File: src/rtl/frp_pkg.sv
package frp_pkg;

  typedef enum logic [1:0] {
    SRC_OUT  = 2'd0,
    SRC_CAL  = 2'd1,
    SRC_CTRL = 2'd2
  } rdSrc_e;

  // Strobes from the control FSM to the datapath
  typedef struct packed {
    logic   wrShift;
    logic   wrCommit;
    logic   wrToCal;
    logic   rdLoad;
    logic   rdShift;
    logic   rdDone;
    rdSrc_e rdSrc;
  } ctlStrobe_t;

endpackage

File: src/rtl/frp_sync.sv
module frp_sync #(
  parameter int WIDTH = 1,
  parameter int STAGES = 2,
  parameter logic [WIDTH-1:0] RST_VAL = '0
) (
  input  logic             clk,
  input  logic             rstN,
  input  logic [WIDTH-1:0] din,
  output logic [WIDTH-1:0] dout
);

  logic [WIDTH-1:0] stageQ [STAGES];

  always_ff @(posedge clk or negedge rstN) begin
    if (!rstN) begin
      for (int s = 0; s < STAGES; s++) stageQ[s] <= RST_VAL;
    end else begin
      stageQ[0] <= din;
      for (int s = 1; s < STAGES; s++) stageQ[s] <= stageQ[s-1];
    end
  end

  assign dout = stageQ[STAGES-1];

endmodule

File: src/rtl/frp_ctrl.sv
module frp_ctrl
  import frp_pkg::*;
#(
  parameter int WORD_W = 24
) (
  input  logic       clk,
  input  logic       rstN,
  input  logic       sclkS,
  input  logic       wrFrameNS,
  input  logic       rdFrameNS,
  input  logic       regSelS,
  input  logic       calReadSel,
  output ctlStrobe_t st,
  output logic       sdoEn
);

  localparam int CntW = (WORD_W > 2) ? $clog2(WORD_W) : 1;
  localparam logic [CntW-1:0] LastBit = CntW'(WORD_W - 1);

  logic            sclkPrev;
  logic            sclkRise, sclkFall;
  logic [CntW-1:0] wrCnt, rdCnt;
  logic            rdBusy, rdHold;
  rdSrc_e          srcQ, srcNew;
  logic            wrStep, wrLast, rdStart, rdStep, rdLast;

  assign sclkRise = sclkS & ~sclkPrev;
  assign sclkFall = ~sclkS & sclkPrev;

  always_comb begin
    if (!regSelS)        srcNew = SRC_CTRL;
    else if (calReadSel) srcNew = SRC_CAL;
    else                 srcNew = SRC_OUT;
  end

  assign wrStep  = sclkRise & ~wrFrameNS;
  assign wrLast  = (wrCnt == LastBit);
  assign rdStart = ~rdFrameNS & ~rdBusy & ~rdHold;
  assign rdStep  = sclkFall & ~rdFrameNS & rdBusy;
  assign rdLast  = (rdCnt == LastBit);

  always_comb begin
    st.wrShift  = wrStep;
    st.wrCommit = wrStep & wrLast;
    st.wrToCal  = regSelS;
    st.rdLoad   = rdStart;
    st.rdShift  = rdStep & ~rdLast;
    st.rdDone   = rdStep & rdLast;
    st.rdSrc    = rdStart ? srcNew : srcQ;
  end

  assign sdoEn = rdBusy & ~rdFrameNS;

  always_ff @(posedge clk or negedge rstN) begin
    if (!rstN) begin
      sclkPrev <= 1'b0;
    end else begin
      sclkPrev <= sclkS;
    end
  end

  // Write bit counter: held while the write frame is inactive
  always_ff @(posedge clk or negedge rstN) begin
    if (!rstN) begin
      wrCnt <= '0;
    end else if (wrStep) begin
      wrCnt <= wrLast ? '0 : wrCnt + 1'b1;
    end
  end

  // Read sequencing: busy across frame gaps, hold after completion
  always_ff @(posedge clk or negedge rstN) begin
    if (!rstN) begin
      rdCnt  <= '0;
      rdBusy <= 1'b0;
      rdHold <= 1'b0;
      srcQ   <= SRC_OUT;
    end else begin
      if (rdFrameNS) rdHold <= 1'b0;
      if (rdStart) begin
        rdBusy <= 1'b1;
        rdCnt  <= '0;
        srcQ   <= srcNew;
      end else if (rdStep) begin
        if (rdLast) begin
          rdBusy <= 1'b0;
          rdHold <= 1'b1;
          rdCnt  <= '0;
        end else begin
          rdCnt <= rdCnt + 1'b1;
        end
      end
    end
  end

endmodule

File: src/rtl/frp_datapath.sv
module frp_datapath
  import frp_pkg::*;
#(
  parameter int WORD_W = 24,
  parameter int NUM_CAL = 2,
  parameter int CAL_IDX_W = 1,
  parameter logic [WORD_W-1:0] CTRL_RESET = '0
) (
  input  logic                 clk,
  input  logic                 rstN,
  input  ctlStrobe_t           st,
  input  logic                 sdiS,
  input  logic [CAL_IDX_W-1:0] calIdx,
  input  logic                 convValid,
  input  logic [WORD_W-1:0]    convWord,
  output logic [WORD_W-1:0]    ctrlOut,
  output logic                 sdoBit,
  output logic                 readyN
);

  logic [WORD_W-1:0]         wrShiftQ, wrNext, ctrlQ, outWordQ, rdShiftQ, calWord;
  logic [NUM_CAL*WORD_W-1:0] calFlat;
  logic                      readyNQ;

  assign wrNext = {wrShiftQ[WORD_W-2:0], sdiS};

  always_ff @(posedge clk or negedge rstN) begin
    if (!rstN)           wrShiftQ <= '0;
    else if (st.wrShift) wrShiftQ <= wrNext;
  end

  always_ff @(posedge clk or negedge rstN) begin
    if (!rstN)                           ctrlQ <= CTRL_RESET;
    else if (st.wrCommit && !st.wrToCal) ctrlQ <= wrNext;
  end

  for (genvar i = 0; i < NUM_CAL; i++) begin : g_cal
    logic [WORD_W-1:0] calQ;
    always_ff @(posedge clk or negedge rstN) begin
      if (!rstN) calQ <= '0;
      else if (st.wrCommit && st.wrToCal && calIdx == CAL_IDX_W'(i)) calQ <= wrNext;
    end
    assign calFlat[i*WORD_W +: WORD_W] = calQ;
  end

  always_comb begin
    calWord = '0;
    for (int i = 0; i < NUM_CAL; i++) begin
      if (calIdx == CAL_IDX_W'(i)) calWord = calFlat[i*WORD_W +: WORD_W];
    end
  end

  always_ff @(posedge clk or negedge rstN) begin
    if (!rstN) begin
      rdShiftQ <= '0;
    end else if (st.rdLoad) begin
      case (st.rdSrc)
        SRC_OUT: rdShiftQ <= outWordQ;
        SRC_CAL: rdShiftQ <= calWord;
        default: rdShiftQ <= ctrlQ;
      endcase
    end else if (st.rdShift) begin
      rdShiftQ <= {rdShiftQ[WORD_W-2:0], 1'b0};
    end
  end

  always_ff @(posedge clk or negedge rstN) begin
    if (!rstN) begin
      outWordQ <= '0;
      readyNQ  <= 1'b1;
    end else if (convValid) begin
      outWordQ <= convWord;
      readyNQ  <= 1'b0;
    end else if (st.rdDone && st.rdSrc == SRC_OUT) begin
      readyNQ <= 1'b1;
    end
  end

  assign ctrlOut = ctrlQ;
  assign sdoBit  = rdShiftQ[WORD_W-1];
  assign readyN  = readyNQ;

endmodule

File: src/rtl/framed_reg_port.sv
module framed_reg_port
  import frp_pkg::*;
#(
  parameter int WORD_W = 24,
  parameter int NUM_CAL = 2,
  parameter int CAL_IDX_W = (NUM_CAL > 1) ? $clog2(NUM_CAL) : 1,
  parameter int SYNC_STAGES = 2,
  parameter logic [WORD_W-1:0] CTRL_RESET = '0
) (
  input  logic                 clk,
  input  logic                 rstN,
  input  logic                 serClk,
  input  logic                 wrFrameN,
  input  logic                 rdFrameN,
  input  logic                 regSel,
  input  logic                 serDin,
  output logic                 serDout,
  output logic                 serDoutEn,
  output logic                 readyN,
  input  logic                 convValid,
  input  logic [WORD_W-1:0]    convWord,
  input  logic                 calReadSel,
  input  logic [CAL_IDX_W-1:0] calIdx,
  output logic [WORD_W-1:0]    ctrlOut
);

  localparam int NumLines = 5;
  localparam logic [NumLines-1:0] LineRst = 5'b0_1_1_0_0;

  logic [NumLines-1:0] linesS;
  logic                sclkS, wrFrameNS, rdFrameNS, regSelS, serDinS;
  ctlStrobe_t          st;

  frp_sync #(
    .WIDTH  (NumLines),
    .STAGES (SYNC_STAGES),
    .RST_VAL(LineRst)
  ) u_sync (
    .clk (clk),
    .rstN(rstN),
    .din ({serClk, wrFrameN, rdFrameN, regSel, serDin}),
    .dout(linesS)
  );

  assign {sclkS, wrFrameNS, rdFrameNS, regSelS, serDinS} = linesS;

  frp_ctrl #(.WORD_W(WORD_W)) u_ctrl (
    .clk       (clk),
    .rstN      (rstN),
    .sclkS     (sclkS),
    .wrFrameNS (wrFrameNS),
    .rdFrameNS (rdFrameNS),
    .regSelS   (regSelS),
    .calReadSel(calReadSel),
    .st        (st),
    .sdoEn     (serDoutEn)
  );

  frp_datapath #(
    .WORD_W    (WORD_W),
    .NUM_CAL   (NUM_CAL),
    .CAL_IDX_W (CAL_IDX_W),
    .CTRL_RESET(CTRL_RESET)
  ) u_dp (
    .clk      (clk),
    .rstN     (rstN),
    .st       (st),
    .sdiS     (serDinS),
    .calIdx   (calIdx),
    .convValid(convValid),
    .convWord (convWord),
    .ctrlOut  (ctrlOut),
    .sdoBit   (serDout),
    .readyN   (readyN)
  );

endmodule

File: config.mk
export PLATFORM = sky130hd
export DESIGN_NAME = framed_reg_port
export DESIGN_NICKNAME = d
export VERILOG_FILES = /design/src/rtl/frp_pkg.sv /design/src/rtl/frp_sync.sv /design/src/rtl/frp_ctrl.sv /design/src/rtl/frp_datapath.sv /design/src/rtl/framed_reg_port.sv
export SDC_FILE = /design/constraint.sdc
export NUM_CORES = 1
export LEC_CHECK = 0
export BUFFER_PORTS_ARGS = -buffer_cell sky130_fd_sc_hd__buf_2
export CAP_MARGIN = 20
export CORE_MARGIN = 3
export CORE_UTILIZATION = 53
export DETAILED_ROUTE_END_ITERATION = 10
export GPL_TIMING_DRIVEN = 0
export PLACE_DENSITY = 0.79
export RECOVER_POWER = 100
export SLEW_MARGIN = 20
export SYNTH_ARGS = -nofsm -noshare
export SYNTH_HDL_FRONTEND = slang
export SYNTH_SLANG_ARGS = --single-unit
File: constraint.sdc
create_clock -name clk -period 2.7 [get_ports clk]
set_clock_uncertainty 0.1 [all_clocks]
set_input_delay 0.27 -clock clk [delete_from_list [all_inputs] [get_ports clk]]
set_output_delay 0.27 -clock clk [all_outputs]
set_load 0.02 [all_outputs]
; Word-level counts from Yosys, hierarchy flattened
; Cells that the tools add are included.
[classes]
add_sub_neg = 2
order_cmp = 0
shift = 0
n_mul = 0
n_div = 0
n_reduce_logical = 12
muxes = 20
n_bitwise = 19
n_eq_ne = 3
[ops]
columns = operator, count
row1 = 24-bit 2-to-1 mux, 3
row2 = 24-bit one-hot mux with 2 select lines, 1
row3 = 5-bit 2-to-1 mux, 4
row4 = 1-bit AND, 11
row5 = 5-bit by 1-bit adder with 5-bit output (second input constant), 2
row6 = 5-bit == test (second input constant), 2
row7 = 1-bit 2-to-1 mux, 10
row8 = 1-bit inverter, 8
row9 = 2-bit nonzero test, 4
row10 = 1-bit logical AND, 5
row11 = 2-bit 2-to-1 mux, 2
row12 = 2-bit by 1-bit == test with 1-bit output (second input constant), 1
row13 = 2-bit zero test, 1
row14 = 2-bit AND reduction, 1
row15 = 1-bit zero test, 1
[totals]
reg_bits = 169
n_memories = 0
out_inout_bits = 27
mem_bits_rw = 0
inputBits = 34
latchBits = 0
mem_bits_ro = 0

; Longest topological paths before layout
; Gate-level depths: netlist of run 1.
[logic_depth]
ltp_word = 8
ltp_mapped = 6
depth_no_buf = 4

; By module
; Synthesis of run 1 repeated with hierarchy kept, for this count alone.
[unflattened]
cells_unflattened = 555
area_unflattened_um2 = 7606.0
[by_module_without_submodules]
columns = mod, seq_area_each_um2, cells_each, area_per_inst_um2, n_inst
row1 = frp_datapath, 3604.7, 473, 6552.5, 1
row2 = frp_ctrl, 375.4, 67, 760.7, 1
row3 = frp_sync, 255.2, 15, 292.8, 1

; Worst setup path before layout of run 1
; Ideal clock, no wire load.
[synth_path]
kind = flip-flop to flip-flop
from = reg u_ctrl.sclkPrev
to = reg u_dp.g_cal[0].calQ[10]
setup_time_ps = 125
period_less_slack_ps = 2041
arrival_ps = 1816
required_ps = 2475
stages_incl_launch_ff = 6
path_slack_ps = 659
path_buffers = 2
path_cell_list = dfrtp_1 or3b_1 buf_6 nor4_4 buf_6 mux2_4
[synth_via]
elab_chain_cells = 6
[synth_lines]
columns = element, line_no
row1 = from (decl), frp_ctrl.sv:20  ; logic sclkPrev;
row2 = from (signal assigned), frp_ctrl.sv:58  ; sclkPrev <= sclkS;
row3 = 1-bit inverter, frp_ctrl.sv:27  ; assign sclkRise = sclkS & ~sclkPrev;
row4 = 1-bit AND, frp_ctrl.sv:27
row5 = 1-bit AND, frp_ctrl.sv:36  ; assign wrStep = sclkRise & ~wrFrameNS;
row6 = 1-bit AND, frp_ctrl.sv:44  ; st.wrCommit = wrStep & wrLast;
row7 = 1-bit logical AND (2 in a row), frp_datapath.sv:41  ; else if (st.wrCommit && st.wrToCal && calIdx == CAL_IDX_W'(i)) calQ <= wrNext;
row8 = to (signal assigned), frp_datapath.sv:41
row9 = to (decl), frp_datapath.sv:38  ; logic [WORD_W-1:0] calQ;
; Every way passes these cells.
; A chain may end at the register's enable or synchronous reset.

; Final worst setup path of run 1
[layout_path]
from = reg u_ctrl.wrCnt[0]
to = reg u_dp.g_cal[0].calQ[11]
[layout_via]
elab_chain_cells = 4
[layout_lines]
columns = element, line_no
row1 = from (decl), frp_ctrl.sv:22  ; logic [CntW-1:0] wrCnt, rdCnt;
row2 = from (signal assigned), frp_ctrl.sv:67  ; wrCnt <= wrLast ? '0 : wrCnt + 1'b1;
row3 = 5-bit == test, frp_ctrl.sv:37  ; assign wrLast = (wrCnt == LastBit);
row4 = 1-bit AND, frp_ctrl.sv:44
row5 = 1-bit logical AND (2 in a row), frp_datapath.sv:41
; Every way passes these cells.

==> impl_metrics.yaml, run 1 <==
floorplanning:
  die_width_um: 124
  placementRows: 42
  placeableCoreArea_sq_um: 13500
  design.portCount: 61
  initial_core_util: 0.551
  die_area_sq_um: 15400
  floorplan.die.height_um: 124
placement:
  postPlaceCellArea_sq_um: 7960
  dp_worst_setup_slack_ns: 0.343
  half_perimeter_wire_length_after_placement_mm: 11.6
  gpl.final_weighted_congestion: 0.909
  count_of_input_and_output_buffers: 58
hold_path:
  worstHoldPathType: "in2reg"
  min_from: "convWord[1]"
  timing.hold.worst_path_depth: 2
  hold_end: "u_dp.outWordQ[1]"
finish:
  finalNetCount: 749
  fillCellCount: 1031
  antenna_cells_inserted: 0
  areaGrowthSynthToFinish_pct: 17.7
  drive_gt1_frac: 0.238
  post-route-cell-area_sq_um: 8720
  post-route-util: 0.648
global_route:
  first_global_vias: 5511
  overflow: 0
  grt_pass1_wl_mm: 29.5
  grt_usage: 0.240
  grt_start_max_net_pins: 88
  antenna_violations_before_repair: 0
critical_path:
  crit_start: "u_ctrl.wrCnt[0]"
  critPathLaunchType: "register"
  reg2reg_depth: 5
  r2r_setup_slack_ns: 0.23
  crit_path_cell_trace: "ha_1, nand4b_1, nor4_2, buf_6, mux2_1"
  critical_path_required_ns: 2.91
  timing_worst_setup_path_type: "reg2reg"
  critPathMaxStageDelay_ns: 0.67
  crit_arrival_ns: 2.68
  worstPathMaxFanout: 10
  crit-reg2reg-launch: "u_ctrl.wrCnt[0]"
  endpoint_of_the_worst_register_to_register_path: "u_dp.g_cal[0].calQ[11]"
  cell_with_the_biggest_individual_delay_on_the_critical_path: "nor4_2"
  end_kind: "register"
power_and_ir_drop:
  combinationalPowerShare: 0.098
  power_density_cells_nw_per_um2: 668
  cell_internal_pwr_mw: 4.26
  ir_worst_vdd_v: 0.000491
  switching_power_mw: 1.57
  power_frac_clock: 0.400
  cellLeakagePower_nw: 4.20
  p_sw_frac: 0.270
  power.total_mw: 5.83
  seq_power_share: 0.502
job:
  max-cap-violations: 1
detailed_routing:
  route.vias.total: 5287
  post_drt_via_cell_ratio: 5.86
  drt-wirelength-per-cell_um: 19.5
  postRouteAntennaNets: 0
  met3RoutedLength_mm: 1.03
  detailedRoute.firstPassIterationCount: 6
  wl_met2_mm: 8.58
  routed_wirelength_mm: 17.6
  highest_signal_layer_in_the_routed_design: "met4"
  met1_wirelength_mm: 7.70
  initialDrtViolationCount: 428
  remaining_drc_errors: 0
logic_synthesis:
  synth.cells.most_frequent: "dfrtp_1, nand2_1, mux2_2, o21ai_0, a21oi_1"
  netlist_area_sq_um: 7410
  post_synth_inst_count: 606
  synthFlopType: "dfrtp_1"
  synth-warning-count: 0
  yosys.cell_types.count: 41
  synth.area.top_cells: "dfrtp_1, mux2_2, nand2_1"
  synthDominantCellAreaShare: 0.554
  number_of_synthesized_flops_with_an_enable_pin: 0
  yosysMostFrequentCell: "dfrtp_1"
  asyncSetResetFlopFracSynth: 1.00
  sequential_cell_area_fraction_in_the_yosys_report: 0.571
  synth.net_count: 642
  netlist.top_cell.by_area: "dfrtp_1"
  synth-seq-cells: 169
  synth_area_per_cell_sq_um: 12.2
sta:
  post-route-min-period_ns: 2.47
  rsz0062_at_grt: "no"
  slew_headroom: -0.213
  fin_ws_ns: 0.234
  drv_slew: 83
  setup_viol: 0
  fmax_mhz: 406
  max_slew.worst_pin.slew_ns: 1.82
  finalCritPeriodShare: 0.913
  timing_hold_violations_final: 0
  setup_tns_ns: 0
outcome:
  violations_in_the_final_reports: "capacitance limit, slew limit"
  outcome: "finished with violations"
clock_network:
  clockRootBuffer: "clkbuf_16"
  worst_skew_pair.late_latency_ns: 0.43
  post_cts_resized: 0
  cts_tree: "built"
  max-clock-path-buffers: 2
  cts_htree_levels: 4
  cts_made_buffers: 17
  clock_sink_count: 169
  path_clk_slew_ns: 0.07
## flip-flops by register name, summed over array words and instances, names as in the netlist
name,cells
u_dp.readyN,1
u_dp.ctrlOut,24
u_ctrl.wrCnt,5
u_dp.outWordQ,24
u_dp.rdShiftQ,24
u_dp.g_cal.calQ,48
u_sync.stageQ,5
u_ctrl.rdCnt,5
u_ctrl.rdHold,1
u_ctrl.sclkPrev,1
u_ctrl.rdBusy,1
u_sync.dout,5
u_ctrl.srcQ,2
u_dp.wrShiftQ,23
## layout make-up
type                    count  area [sq um]  area share
repair buffers             88           576      0.0660
well taps                 176           220      0.0252
multi-input cells         369          2840       0.325
plain buffers              42           190      0.0218
inverters                  26          97.6      0.0112
clock buffers              18           439      0.0504
flip-flops and latches    169          4240       0.486
clock inverters            14           129      0.0148
## placed cells by master, fill, tap and decap left out, types with 17 or more instances in the layout
| cell type | instances |
|---|---|
| dfrtp_1 | 164 |
| nand2_1 | 84 |
| mux2_2 | 76 |
| clkbuf_1 | 55 |
| buf_2 | 36 |
| o21ai_0 | 29 |
| dlygate4sd3_1 | 29 |
| a21oi_1 | 27 |
| mux2i_1 | 26 |
| inv_1 | 25 |
| a21o_1 | 24 |
| a211oi_1 | 23 |
| a221oi_1 | 23 |
| clkbuf_16 | 17 |
## cell families (layout without fill, tap and decap cells)
group / count (synthesis) / count (layout) / share of synthesized area
buffers and inverters: 68 / 188 / 0.0405
xor gates and xnor gates: 1 / 1 / 0.00118
DFF: 169 / 169 / 0.571
adders and majority gates: 2 / 2 / 0.00338
muxes: 124 / 124 / 0.194
AOI/OAI and AO/OA: 130 / 130 / 0.117
and+or+nand+nor: 112 / 112 / 0.0722
## per-stage QoR
step / hold WS, ns / std cells
detailed placement: 0.209 / 841
global placement: 0.233 / 840
finish: 0.0105 / 902
floorplan: -0.126 / 606
global route: 0.0105 / 902
CTS: 0.00850 / 902
## power groups by stage
stage | Combinational [mW] | Clock, mW | Sequential, mW
5_1_grt | 0.643 | 2.48 | 2.95
4_1_cts | 0.576 | 2.37 | 2.92
2_1_floorplan | 0.363 | 0 | 2.91
3_3_place_gp | 0.501 | 0 | 2.95
6_report | 0.570 | 2.33 | 2.93
3_5_place_dp | 0.535 | 0 | 2.96
## worst max path at each step
stage / endpoint / slack [ns] / cells past startpoint
after floorplan: u_dp.g_cal[0].calQ[10] / 0.66 / 5
after global placement: u_sync.dout[0] / -1.17 / 1
after detailed placement: u_dp.rdShiftQ[8] / 0.34 / 4
after CTS: u_dp.rdShiftQ[7] / 0.31 / 4
after global routing: u_dp.g_cal[0].calQ[20] / 0.08 / 5
final: u_dp.g_cal[0].calQ[11] / 0.23 / 5
## repair_timing
item	in CTS	in global routing
hold buffers	29	0
setup buffers	0	0
endpoints found under the hold margin	106	0
## per-layer routing
layer / up-vias / global-route usage
li1: 2371 / -
met1: 2689 / 0.329
met2: 202 / 0.378
met3: 25 / 0.0562
met4: 0 / 0.0819
met5: - / 0
## worst max-delay path: cells and delay by family, from the launching register on
kind / cells / cell delay [ns]
DFF: 1 / 0.39
and+or+nand+nor: 2 / 1.01
adders and majority gates: 1 / 0.23
muxes: 1 / 0.35
buffers and inverters: 1 / 0.26
No activity file was read; power rests on OpenSTA's default activity.
==> inputs of run 2 (changes only) <==
BUFFER_PORTS_ARGS = unset   (was -buffer_cell sky130_fd_sc_hd__buf_2)
DONT_BUFFER_PORTS = 1   (was unset)
PLACE_DENSITY = 0.75   (was 0.79)
==> impl_metrics.yaml, run 2 (same netlist as run 1, synthesis figures left out) <==
finish:
  leading_cell_type_in_the_layout_fill_and_taps_excluded: "dfrtp_1"
  post-route-util: 0.629
  largest_register_ff_count: 48
  drive_gt1_frac: 0.205
  max_flop_register: "u_dp.g_cal.calQ"
  areaGrowthSynthToFinish_pct: 14.2
  antenna_cells_inserted: 0
  layout.area.seq_sq_um: 4240
  finalNetCount: 690
  layout.cells.most_common_list: "dfrtp_1, nand2_1, mux2_2, clkbuf_1"
  footprint_of_the_multi_input_gates_sq_um: 2830
  fillCellCount: 1022
global_route:
  first_global_vias: 5213
  grt_usage: 0.234
  antenna_violations_before_repair: 0
  grt_start_max_net_pins: 170
  overflow: 0
  grt_pass1_wl_mm: 28.6
critical_path:
  crit_start: "u_ctrl.wrCnt[0]"
  cell_with_the_biggest_individual_delay_on_the_critical_path: "nor4_2"
  worstPathMaxFanout: 10
  r2r_setup_slack_ns: 0.17
  crit_arrival_ns: 2.75
  timing_worst_setup_path_type: "reg2reg"
  critPathMaxStageDelay_ns: 0.73
  crit_path_cell_trace: "ha_1, nand4b_1, nor4_2, buf_6, mux2_1"
  critical_path_required_ns: 2.91
  crit-reg2reg-launch: "u_ctrl.wrCnt[0]"
  critPathLaunchType: "register"
  end_kind: "register"
clock_network:
  clock_sink_count: 169
  cts_made_buffers: 17
  cts_tree: "built"
  clockRootBuffer: "clkbuf_16"
  cts_htree_levels: 4
  post_cts_resized: 0
  path_clk_slew_ns: 0.07
  worst_skew_pair.late_latency_ns: 0.43
  post-cts-setup-buffer-count: 0
  ctsHoldBuffers: 29
  max-clock-path-buffers: 2
hold_path:
  worstHoldPathType: "in2async"
power_and_ir_drop:
  switching_power_mw: 1.42
  power_frac_clock: 0.420
  cell_internal_pwr_mw: 4.48
  ir_worst_vdd_v: 0.000605
  power_density_cells_nw_per_um2: 696
  combinationalPowerShare: 0.082
  p_sw_frac: 0.240
  cellLeakagePower_nw: 4.04
  seq_power_share: 0.498
detailed_routing:
  postRouteAntennaNets: 0
  route.vias.total: 4987
  initialDrtViolationCount: 511
  detailedRoute.firstPassIterationCount: 5
  drt-wirelength-per-cell_um: 20.9
  remaining_drc_errors: 0
  routed_wirelength_mm: 17.6
  post_drt_via_cell_ratio: 5.92
floorplanning:
  die_width_um: 124
  placeableCoreArea_sq_um: 13500
  design.portCount: 61
  floorplan.die.height_um: 124
  die_area_sq_um: 15400
  placementRows: 42
  initial_core_util: 0.551
placement:
  count_of_input_and_output_buffers: 0
  half_perimeter_wire_length_after_placement_mm: 11.7
  gpl.final_weighted_congestion: 0.855
sta:
  post-route-min-period_ns: 2.53
  max_slew.worst_pin.slew_ns: 1.12
  setup_viol: 0
  fmax_mhz: 395
  timing.hold.ws_ns: -0.560
  slew_headroom: 0.246
  rsz0062_at_grt: "no"
  setup_tns_ns: 0
  timing_hold_violations_final: 169
  drv_slew: 0
  finalCritPeriodShare: 0.938
job:
  max-cap-violations: 0
outcome:
  outcome: "finished with violations"
  violations_in_the_final_reports: "hold timing"
## run 2: worst paths after layout
kind / end / cells after the start
min in group clk: u_dp.readyN / 3
worst max-delay path: u_dp.g_cal[0].calQ[21] / 5
worst min register to register: u_sync.dout[4] / 0
worst min-delay path: u_dp.g_cal[1].calQ[15] / 0
max in group asynchronous: u_dp.readyN / 0
worst max register to register: u_dp.g_cal[0].calQ[21] / 5
## run 2: worst max-delay path: cells and delay by family (launching register included)
kind                     cells  cell delay, ns
AND/OR/NAND/NOR              2            1.06
flip-flops                   1            0.39
multiplexers                 1            0.34
buffers and inverters        1            0.29
adder cells (fa/ha/maj)      1            0.24
## run 2: routing by layer
layer,vias to the layer above,part of all wire,GRT usage
met5,-,0,0
met4,0,0.027,0.0858
met3,38,0.057,0.0579
met2,170,0.48,0.369
met1,2534,0.43,0.316
li1,2245,-,-
## run 2: area by class of cell
cell class | instances | share of cell area
inverters | 26 | 0.0115
multi-input cells | 369 | 0.335
plain buffers | 42 | 0.0225
clock inverters | 11 | 0.0174
clock buffers | 21 | 0.0532
flip-flops and latches | 169 | 0.500
repair buffers | 29 | 0.0343
well taps | 176 | 0.0260
## run 2: power groups by stage
stage               logic, mW  registers, mW  clock network, mW
floorplan               0.363           2.91                  0
global placement        0.420           2.95                  0
detailed placement      0.446           2.97                  0
CTS                     0.484           2.93               2.50
global route            0.546           2.96               2.60
finish                  0.483           2.93               2.48
## run 2: per-stage QoR
stage | total power, mW | cell area [sq um] | cells | hold slack, ns | setup slack, ns
floorplan | 3.27 | 7410 | 606 | -0.126 | 0.659
global placement | 3.37 | 7630 | 782 | -0.114 | 0.404
detailed placement | 3.42 | 7630 | 782 | -0.112 | 0.390
CTS | 5.91 | 8520 | 843 | -0.568 | 0.372
global route | 6.11 | 8470 | 843 | -0.574 | 0.0653
finish | 5.90 | 8470 | 843 | -0.560 | 0.167
